File: config.mk
export PLATFORM = sky130hd
export DESIGN_NAME = irq_aggregator
export DESIGN_NICKNAME = d
export VERILOG_FILES = /design/src/rtl/irq_agg_pkg.sv /design/src/rtl/irq_agg_sync.sv /design/src/rtl/irq_agg_decode.sv /design/src/rtl/irq_agg_group.sv /design/src/rtl/irq_aggregator.sv
export SDC_FILE = /design/constraint.sdc
export NUM_CORES = 2
export LEC_CHECK = 0
export BUFFER_PORTS_ARGS = -buffer_cell sky130_fd_sc_hd__buf_2
export CAP_MARGIN = 20
export CELL_PAD_IN_SITES_DETAIL_PLACEMENT = 1
export CELL_PAD_IN_SITES_GLOBAL_PLACEMENT = 2
export CORE_UTILIZATION = 47
export CTS_CLUSTER_SIZE = 40
export DETAILED_ROUTE_END_ITERATION = 7
export PLACE_DENSITY_LB_ADDON = 0.1
export SLEW_MARGIN = 20
export SYNTH_ARGS = -nofsm -noshare
export SYNTH_HDL_FRONTEND = slang
export SYNTH_HIERARCHICAL = 1
export SYNTH_SLANG_ARGS = --single-unit
File: constraint.sdc
create_clock -name clk_i -period 8 [get_ports clk_i]
set_clock_uncertainty 0.2 [all_clocks]
set_input_delay 1.2 -clock clk_i [delete_from_list [all_inputs] [get_ports clk_i]]
set_output_delay 1.2 -clock clk_i [all_outputs]
set_load 0.02 [all_outputs]
File: src/rtl/irq_agg_pkg.sv
package irq_agg_pkg;

  localparam int LINES_PER_GRP = 32;
  localparam int REG_W         = 32;

  typedef enum logic [2:0] {
    SEL_NONE,
    SEL_CHAN,
    SEL_MASK,
    SEL_RAW,
    SEL_PEND,
    SEL_KILL,
    SEL_SUM
  } reg_sel_e;

  // byte offsets, all derived from the group count
  function automatic int span(input int groups);
    return 4 * groups;
  endfunction

  function automatic int mask_off(input int n, input int groups);
    return 4 + 4 * n + 0 * groups;
  endfunction

  function automatic int raw_off(input int n, input int groups);
    return 4 + 4 * n + span(groups);
  endfunction

  function automatic int pend_off(input int n, input int groups);
    return 4 + 4 * n + 2 * span(groups);
  endfunction

  function automatic int kill_off(input int groups);
    return 4 + 3 * span(groups);
  endfunction

  function automatic int sum_off(input int groups);
    return kill_off(groups) + 4;
  endfunction

endpackage

File: src/rtl/irq_agg_sync.sv
module irq_agg_sync #(
  parameter int WIDTH = 32
) (
  input  logic             clk_i,
  input  logic             rst_ni,
  input  logic [WIDTH-1:0] async_i,
  output logic [WIDTH-1:0] sync_o
);

  logic [WIDTH-1:0] meta_q, sync_q;

  always_ff @(posedge clk_i or negedge rst_ni) begin
    if (!rst_ni) begin
      meta_q <= '0;
      sync_q <= '0;
    end else begin
      meta_q <= async_i;
      sync_q <= meta_q;
    end
  end

  assign sync_o = sync_q;

endmodule

File: src/rtl/irq_agg_decode.sv
module irq_agg_decode
  import irq_agg_pkg::*;
#(
  parameter int NUM_GROUPS = 16,
  parameter bit REVERSED   = 1'b0,
  parameter int ADDR_W     = 8,
  localparam int IDX_W     = (NUM_GROUPS > 1) ? $clog2(NUM_GROUPS) : 1
) (
  input  logic [ADDR_W-1:0] addr_i,
  output reg_sel_e          sel_o,
  output logic [IDX_W-1:0]  grp_o
);

  logic [31:0] addr_ext;
  assign addr_ext = 32'(addr_i);

  always_comb begin
    sel_o = SEL_NONE;
    grp_o = '0;
    if (addr_ext == 32'd0) sel_o = SEL_CHAN;
    if (addr_ext == 32'(kill_off(NUM_GROUPS))) sel_o = SEL_KILL;
    if (addr_ext == 32'(sum_off(NUM_GROUPS)))  sel_o = SEL_SUM;
    for (int n = 0; n < NUM_GROUPS; n++) begin
      // word n serves group n, or the mirrored group when reversed
      if (addr_ext == 32'(mask_off(n, NUM_GROUPS))) begin
        sel_o = SEL_MASK;
        grp_o = REVERSED ? IDX_W'(NUM_GROUPS - 1 - n) : IDX_W'(n);
      end
      if (addr_ext == 32'(raw_off(n, NUM_GROUPS))) begin
        sel_o = SEL_RAW;
        grp_o = REVERSED ? IDX_W'(NUM_GROUPS - 1 - n) : IDX_W'(n);
      end
      if (addr_ext == 32'(pend_off(n, NUM_GROUPS))) begin
        sel_o = SEL_PEND;
        grp_o = REVERSED ? IDX_W'(NUM_GROUPS - 1 - n) : IDX_W'(n);
      end
    end
  end

endmodule

File: src/rtl/irq_agg_group.sv
module irq_agg_group #(
  parameter int W = 32
) (
  input  logic         clk_i,
  input  logic         rst_ni,
  input  logic [W-1:0] lines_i,
  input  logic         mask_we_i,
  input  logic [W-1:0] mask_wdata_i,
  output logic [W-1:0] mask_o,
  output logic [W-1:0] raw_o,
  output logic [W-1:0] pend_o,
  output logic         any_o
);

  logic [W-1:0] mask_q, raw_q;

  always_ff @(posedge clk_i or negedge rst_ni) begin
    if (!rst_ni) begin
      mask_q <= '0;
      raw_q  <= '0;
    end else begin
      raw_q <= lines_i;
      if (mask_we_i) mask_q <= mask_wdata_i;
    end
  end

  assign mask_o = mask_q;
  assign raw_o  = raw_q;
  assign pend_o = raw_q & mask_q;
  assign any_o  = |pend_o;

  AST_MASK_HOLD: assert property (@(posedge clk_i) disable iff (!rst_ni)
    !mask_we_i |=> $stable(mask_q));

endmodule

File: src/rtl/irq_aggregator.sv
module irq_aggregator
  import irq_agg_pkg::*;
#(
  parameter int NUM_GROUPS = 16,
  parameter bit REVERSED   = 1'b0,
  parameter int ADDR_W     = 8,
  localparam int NUM_LINES = NUM_GROUPS * LINES_PER_GRP,
  localparam int IDX_W     = (NUM_GROUPS > 1) ? $clog2(NUM_GROUPS) : 1
) (
  input  logic                 clk_i,
  input  logic                 rst_ni,
  input  logic [NUM_LINES-1:0] irq_lines_i,
  input  logic [ADDR_W-1:0]    reg_addr_i,
  input  logic                 reg_wr_i,
  input  logic [REG_W-1:0]     reg_wdata_i,
  input  logic                 reg_rd_i,
  output logic [REG_W-1:0]     reg_rdata_o,
  output logic                 irq_o
);

  logic [NUM_LINES-1:0] lines_sync;
  reg_sel_e             sel;
  logic [IDX_W-1:0]     grp;
  logic [REG_W-1:0]     mask_w [NUM_GROUPS];
  logic [REG_W-1:0]     raw_w  [NUM_GROUPS];
  logic [REG_W-1:0]     pend_w [NUM_GROUPS];
  logic [NUM_GROUPS-1:0] grp_any;
  logic [NUM_GROUPS-1:0] grp_masked;
  logic                 chan_q, kill_q;
  logic [REG_W-1:0]     rd_mux, rdata_q;

  irq_agg_sync #(.WIDTH(NUM_LINES)) u_sync (
    .clk_i  (clk_i),
    .rst_ni (rst_ni),
    .async_i(irq_lines_i),
    .sync_o (lines_sync)
  );

  irq_agg_decode #(
    .NUM_GROUPS(NUM_GROUPS),
    .REVERSED  (REVERSED),
    .ADDR_W    (ADDR_W)
  ) u_decode (
    .addr_i(reg_addr_i),
    .sel_o (sel),
    .grp_o (grp)
  );

  for (genvar g = 0; g < NUM_GROUPS; g++) begin : g_grp
    irq_agg_group #(.W(LINES_PER_GRP)) u_grp (
      .clk_i       (clk_i),
      .rst_ni      (rst_ni),
      .lines_i     (lines_sync[g*LINES_PER_GRP +: LINES_PER_GRP]),
      .mask_we_i   (reg_wr_i && (sel == SEL_MASK) && (grp == IDX_W'(g))),
      .mask_wdata_i(reg_wdata_i),
      .mask_o      (mask_w[g]),
      .raw_o       (raw_w[g]),
      .pend_o      (pend_w[g]),
      .any_o       (grp_any[g])
    );
    assign grp_masked[g] = |mask_w[g];
  end

  always_ff @(posedge clk_i or negedge rst_ni) begin
    if (!rst_ni) begin
      chan_q <= 1'b0;
      kill_q <= 1'b0;
    end else if (reg_wr_i) begin
      if (sel == SEL_CHAN) chan_q <= reg_wdata_i[0];
      if (sel == SEL_KILL) kill_q <= reg_wdata_i[0];
    end
  end

  always_comb begin
    unique case (sel)
      SEL_CHAN: rd_mux = {{(REG_W-1){1'b0}}, chan_q};
      SEL_KILL: rd_mux = {{(REG_W-1){1'b0}}, kill_q};
      SEL_MASK: rd_mux = mask_w[grp];
      SEL_RAW:  rd_mux = raw_w[grp];
      SEL_PEND: rd_mux = pend_w[grp];
      SEL_SUM:  rd_mux = REG_W'(grp_any);
      default:  rd_mux = '0;
    endcase
  end

  always_ff @(posedge clk_i or negedge rst_ni) begin
    if (!rst_ni)       rdata_q <= '0;
    else if (reg_rd_i) rdata_q <= rd_mux;
  end

  assign reg_rdata_o = rdata_q;
  assign irq_o       = chan_q && !kill_q && (|grp_any);

  AST_IRQ_NEEDS_MASK: assert property (@(posedge clk_i) disable iff (!rst_ni)
    irq_o |-> (|grp_masked));

  AST_KILL_SILENCES: assert property (@(posedge clk_i) disable iff (!rst_ni)
    (reg_wr_i && sel == SEL_KILL && reg_wdata_i[0]) |=> !irq_o);

  AST_CHAN_HOLD: assert property (@(posedge clk_i) disable iff (!rst_ni)
    !reg_wr_i |=> $stable(chan_q));

  AST_RDATA_HOLD: assert property (@(posedge clk_i) disable iff (!rst_ni)
    !reg_rd_i |=> $stable(reg_rdata_o));

endmodule

# Yosys cells after proc, flatten, opt, wreduce, memory -nomap -nowiden
# Cells that the tools add are included.
word_totals:
  ramBits: 0
  wordCells: 273
  memories: 0
  latch_bits: 0
  reg_bits: 2082
  in_bits: 556
  romBits: 0
classes:
  order_cmp: 1
  n_eq_ne: 71
  n_reduce_logical: 41
  div_mod_pow: 0
  n_bitwise: 17
  n_addsub: 0
  mul: 0
  shifts: 0
  mux: 106
op_table:
  columns: ["cell", "n"]
  rows:
  - ["bitwise AND 32 bit", 16]
  - ["OR reduction 32 bit", 16]
  - ["OR reduction 512 bit", 1]
  - ["binary-select mux 32 bit (select 4 bit)", 3]
  - ["2-to-1 mux 32 bit", 6]
  - ["case mux 32 bit (6 select lines)", 1]
  - ["2-to-1 mux 3 bit", 62]
  - ["equality test 8 bit (second input constant)", 19]
  - ["equality test 8 x 7 -> 1 bit (second input constant)", 16]
  - ["2-to-1 mux 4 bit", 24]
  - ["equality test 8 x 6 -> 1 bit (second input constant)", 8]
  - ["equality test 4 bit (second input constant)", 8]
  - ["equality test 8 x 5 -> 1 bit (second input constant)", 4]
  - ["zero test 32 bit", 1]
  - ["logical AND 1 bit", 19]
  - ["equality test 4 x 3 -> 1 bit (second input constant)", 4]
  - ["equality test 8 x 4 -> 1 bit (second input constant)", 2]
  - ["2-to-1 mux 2 bit", 6]
  - ["equality test 3 bit (second input constant)", 3]
  - ["equality test 4 x 2 -> 1 bit (second input constant)", 2]
  - ["equality test 8 x 3 -> 1 bit (second input constant)", 1]
  - ["equality test 3 x 2 -> 1 bit (second input constant)", 2]
  - [">= comparator 5 bit (second input constant)", 1]
  - ["NOT 4 -> 5 bit", 1]
  - ["6 further kinds", 10]

# Depth between registers and ports, before layout
depth:
  ltp_word: 55
  depth_mapped: 13

# Cells and area by module
# The synthesis kept the hierarchy.
modules_own_cells:
  columns: ["mod", "area_per_inst_um2", "n_inst", "cells_per_inst"]
  rows:
  - ["irq_agg_group", 2274.7, 16, 145]
  - ["irq_agg_sync", 25624.6, 1, 1024]
  - ["irq_aggregator", 14027.2, 1, 1422]
  - ["irq_agg_decode", 227.7, 1, 37]

# Least setup slack after synthesis
# OpenSTA, ideal clock, no wires.
synth_timing:
  path_kind: "input port to flip-flop"
  start: "in reg_addr_i[3]"
  end: "reg g_grp[11].u_grp.mask_q[10]"
  n_path_buf: 7
  path_stages: 13
  slack_ps: 3504
  setup_time_ps: 125
  required_time_ps: 7675
  arrival_time_ps: 4171
  cell_sequence: "buf_4 nor2_2 or4b_1 a21boi_1 buf_2 buf_2 buf_1 clkbuf_1 nand2b_1 nor2_1 clkbuf_1 buf_1 mux2_2"
synth_via:
  word_cells_on_any_way: 151
synth_rtl:
  columns: ["item", "line", "source"]
  rows:
  - ["start, declared", "irq_aggregator.sv:13", "input logic [ADDR_W-1:0] reg_addr_i,"]
  - ["equality test 8 x 6 -> 1 bit", "irq_agg_decode.sv:25", "if (addr_ext == 32'(mask_off(n, NUM_GROUPS))) begin"]
  - ["2-to-1 mux 4 bit", "irq_agg_decode.sv:25", null]
  - ["2-to-1 mux 4 bit", "irq_agg_decode.sv:29", "if (addr_ext == 32'(raw_off(n, NUM_GROUPS))) begin"]
  - ["2-to-1 mux 4 bit", "irq_agg_decode.sv:33", "if (addr_ext == 32'(pend_off(n, NUM_GROUPS))) begin"]
  - ["2-to-1 mux 4 bit", "irq_agg_decode.sv:25", null]
  - ["2-to-1 mux 4 bit", "irq_agg_decode.sv:29", null]
  - ["2-to-1 mux 4 bit", "irq_agg_decode.sv:33", null]
  - ["2-to-1 mux 4 bit", "irq_agg_decode.sv:25", null]
  - ["(+12 left out)", null, null]
  - ["2-to-1 mux 4 bit", "irq_agg_decode.sv:29", null]
  - ["2-to-1 mux 4 bit", "irq_agg_decode.sv:33", null]
  - ["2-to-1 mux 4 bit", "irq_agg_decode.sv:25", null]
  - ["2-to-1 mux 4 bit", "irq_agg_decode.sv:29", null]
  - ["2-to-1 mux 4 bit (*)", "irq_agg_decode.sv:33", null]
  - ["named net grp[3]", "irq_aggregator.sv:23", "logic [IDX_W-1:0] grp;"]
  - ["equality test 4 bit (*)", "irq_aggregator.sv:54", ".mask_we_i (reg_wr_i && (sel == SEL_MASK) && (grp == IDX_W'(g))),"]
  - ["logical AND 1 bit (*)", "irq_aggregator.sv:54", null]
  - ["end signal, assigned", "irq_agg_group.sv:23", "if (mask_we_i) mask_q <= mask_wdata_i;"]
  - ["end, declared", "irq_agg_group.sv:15", "logic [W-1:0] mask_q, raw_q;"]
# The timed path passes the listed nets; every way through them passes the cells marked *.
# A chain may end at the register's enable or synchronous reset.

==> flow_metrics.env <==
export IMPL_initial_utilization_pct=47.4
export IMPL_path_clk_slew_ns=0.06
export IMPL_crit_type="register to primary output"
export IMPL_first_iter_violations=4603
export IMPL_multi_input_area_sq_um=23300
export IMPL_rsz0062_at_grt="no"
export IMPL_critPathCaptureType="primary output"
export IMPL_die_x_um=405
export IMPL_top_usage_layer="met2"
export IMPL_yosysTopAreaCell="dfrtp_1"
export IMPL_grt_max_degree=194
export IMPL_wl_um=256000
export IMPL_pre_cts_slack_ns=2.45
export IMPL_async_reset_ff_share_pct=100
export IMPL_first_pass_iters=7
export IMPL_die_h_um=405
export IMPL_peakVddDrop_mv=0.248
export IMPL_min_from="u_sync/meta_q[474]"
export IMPL_tightest_slew_ns=1.23
export IMPL_power_switching_w=0.00554
export IMPL_hold_end="u_sync/sync_o[474]"
export IMPL_cts_resized=0
export IMPL_syn_area_sq_um=76300
export IMPL_min_period_over_period_pct=79.2
export IMPL_crit_chain="and2_4, or4_1, or4_1, or4_1, nor4_1, a41oi_1, buf_2"
export IMPL_routed_via_density=5.91
export IMPL_power_internal_w=0.0175
export IMPL_syn_avg_cell_area_sq_um=15.9
export IMPL_worst_slack_ns=1.66
export IMPL_cp_common_cell="or4_1"
export IMPL_antenna_found_initial=38
export IMPL_worst_r2r_cell_count=8
export IMPL_ys_seq_area_share_pct=68.3
export IMPL_sw_frac_of_total_pct=24.1
export IMPL_cts_htree_levels=4
export IMPL_synth_edf_count=0
export IMPL_ant_nets=0
export IMPL_cp_max_fo=2
export IMPL_hold_path_class="register to register"
export IMPL_ys_types=59
export IMPL_synth_main_ff_cell="dfrtp_1"
export IMPL_synth_warnings=6
export IMPL_final_max_slew_viol_count=0
export IMPL_grt_use_met2_pct=47.5
export IMPL_slowest_stage="or4_1"
export IMPL_nets=6000
export IMPL_p_seq_share_pct=49.7
export IMPL_gr_usage_all_layers_pct=31.7
export IMPL_status="completed"
export IMPL_vias=45934
export IMPL_die_area_sq_um=164000
export IMPL_fmax_mhz=158
export IMPL_pwr_density_cell_nw_per_um2=258
export IMPL_ios=589
export IMPL_cp_arrival_ns=4.94
export IMPL_regArea_sq_um=52100
export IMPL_setup_viol=0
export IMPL_ys_seq_elements=2082
export IMPL_cts_buffers=207
export IMPL_drc_errors=0
export IMPL_rows=147
export IMPL_io_buffers=588
export IMPL_synthTopCellsByCount="dfrtp_1 (2,082), and2_1 (485), mux2_2 (417)"
export IMPL_hpwl_um=182000
export IMPL_clockRootBuffer="clkbuf_16"
export IMPL_post_cts_buffers=0
export IMPL_clk_latency_ns=0.87
export IMPL_cp_buffers_inverters=1
export IMPL_cp_required_ns=6.60
export IMPL_syn_nets=5359
export IMPL_synth_top_area_share_pct=68.3
export IMPL_min_path_cells=0
export IMPL_cpPeakStageDelay_ns=0.73
export IMPL_slew_headroom_pct=18.0
export IMPL_grt_pass1_vias=48965
export IMPL_reg2reg_to="reg_rdata_o[0]"
export IMPL_fillerInstances=15227
export IMPL_use_met1_pct=46.4
export IMPL_grt_pass1_wl_um=366000
export IMPL_hold_viol=0
export IMPL_synthCells=4803
export IMPL_combPwrFrac_pct=6.4
export IMPL_reg2reg_from="g_grp[0].u_grp/raw_o[10]"
export IMPL_max_cap_viol_count=0
export IMPL_setup_tns_ns=0
export IMPL_drive_gt1_share_pct=31.8
export IMPL_cts_path_max_buffers=3
export IMPL_critPathLaunchType="register"
export IMPL_leakagePower_nw=40.4
export IMPL_crit_family="simple AND/OR/NAND/NOR gates"
export IMPL_post_synth_top_count_cell="dfrtp_1"
export IMPL_clockPowerShare_pct=44.0
export IMPL_cts_hold_buf=0
export IMPL_min_period_ns=6.34
export IMPL_reg2reg_slack_ns=4.04
export IMPL_post_route_util_pct=55.5
export IMPL_synth_area_top_cells="dfrtp_1 (68%), mux4_2 (6.7%), mux2_2 (6.2%)"
export IMPL_wire_per_inst_um=32.9
export IMPL_cts_tree="done"
export IMPL_worstSetupStartpoint="g_grp[1].u_grp/raw_o[11]"
export IMPL_syn2layout_area_growth_pct=17.0
export IMPL_cts_sinks=2082
export IMPL_grt_overflow=0
export IMPL_routabilityCongestion=0.946
export IMPL_grtUsageMet3_pct=6.38
export IMPL_core_sq_um=161000
[logic make-up (layout without fill, tap and decap cells)]
family	Yosys count	count (layout)	share of synthesized area (%)
AO/OA/AOI/OAI	300	300	2.69
buffers and inverters	245	1052	1.49
flip-flops	2082	2082	68.3
multiplexers	1067	1067	18.7
other	0	7	0
AND/OR/NAND/NOR	1109	1109	8.79
[state kept, by name, indices dropped and copies added, names as in the netlist]
signal and flops:
chan_q 1, g_grp.u_grp/mask_o 512, g_grp.u_grp/raw_o 512, kill_q 1, reg_rdata_o 32, u_sync/meta_q 512, u_sync/sync_o 512
[power groups by stage]
stage,clock (W),sequential (W),combinational (W)
2_1_floorplan,0,0.0114,0.000658
3_3_place_gp,0,0.0116,0.00145
3_5_place_dp,0,0.0116,0.00146
4_1_cts,0.0103,0.0114,0.00147
5_1_grt,0.0107,0.0115,0.00156
6_report,0.0101,0.0114,0.00147
[worst max-delay path by stage]
stage / end / slack, ns / cells past startpoint
global placement: reg_rdata_o[12] / 2.57 / 11
floorplan: g_grp[11].u_grp/mask_o[10] / 3.50 / 13
detailed placement: reg_rdata_o[2] / 2.45 / 11
finish: irq_o / 1.66 / 7
global route: irq_o / 1.68 / 7
CTS: irq_o / 1.76 / 7
[per-stage QoR]
step	cell area (sq um)	cells	hold WS [ns]	total power, W
CTS	89200	7769	0.114	0.0232
global placement	81900	7391	0.132	0.0130
global route	89200	7772	0.132	0.0237
floorplan	76300	4803	0.131	0.0120
finish	89200	7777	0.119	0.0230
detailed placement	81900	7394	0.136	0.0131
[area by class of cell]
| cell class | count | area share [%] |
|---|---|---|
| Antenna cell | 7 | 0.0196 |
| Clock buffer | 281 | 6.59 |
| Clock inverter | 94 | 1.50 |
| Inverter | 2 | 0.00841 |
| Multi-Input combinational cell | 2476 | 26.1 |
| Sequential cell | 2082 | 58.4 |
| Tap cell | 2160 | 3.03 |
| Timing Repair Buffer | 675 | 4.37 |
[metal layers]
metal,part of all wire (%),up-vias,routed length [um]
met5,0.075,-,191
met4,3.6,28,9100
met3,7.4,448,18900
met2,45,1932,116000
met1,44,25074,112000
li1,-,18452,-
[cells in the final DEF, fill, tap and decap left out, drive strengths merged, types with 23 or more instances in the layout]
| cell type | Yosys | routed |
|---|---|---|
| mux2 | 529 | 529 |
| mux4 | 233 | 233 |
| nor2 | 23 | 23 |
| clkinv | 1 | 50 |
| a22oi | 102 | 102 |
| or4 | 144 | 144 |
| a221oi | 27 | 27 |
| o21ai | 29 | 29 |
| dfrtp | 2082 | 2082 |
| or2 | 66 | 66 |
| nand3 | 157 | 157 |
| nand2 | 113 | 113 |
| a21oi | 98 | 98 |
| mux2i | 305 | 305 |
| clkbuf | 79 | 281 |
| nand4 | 35 | 35 |
| buf | 164 | 675 |
| and2 | 517 | 517 |
No activity file was read; power rests on OpenSTA's default activity.
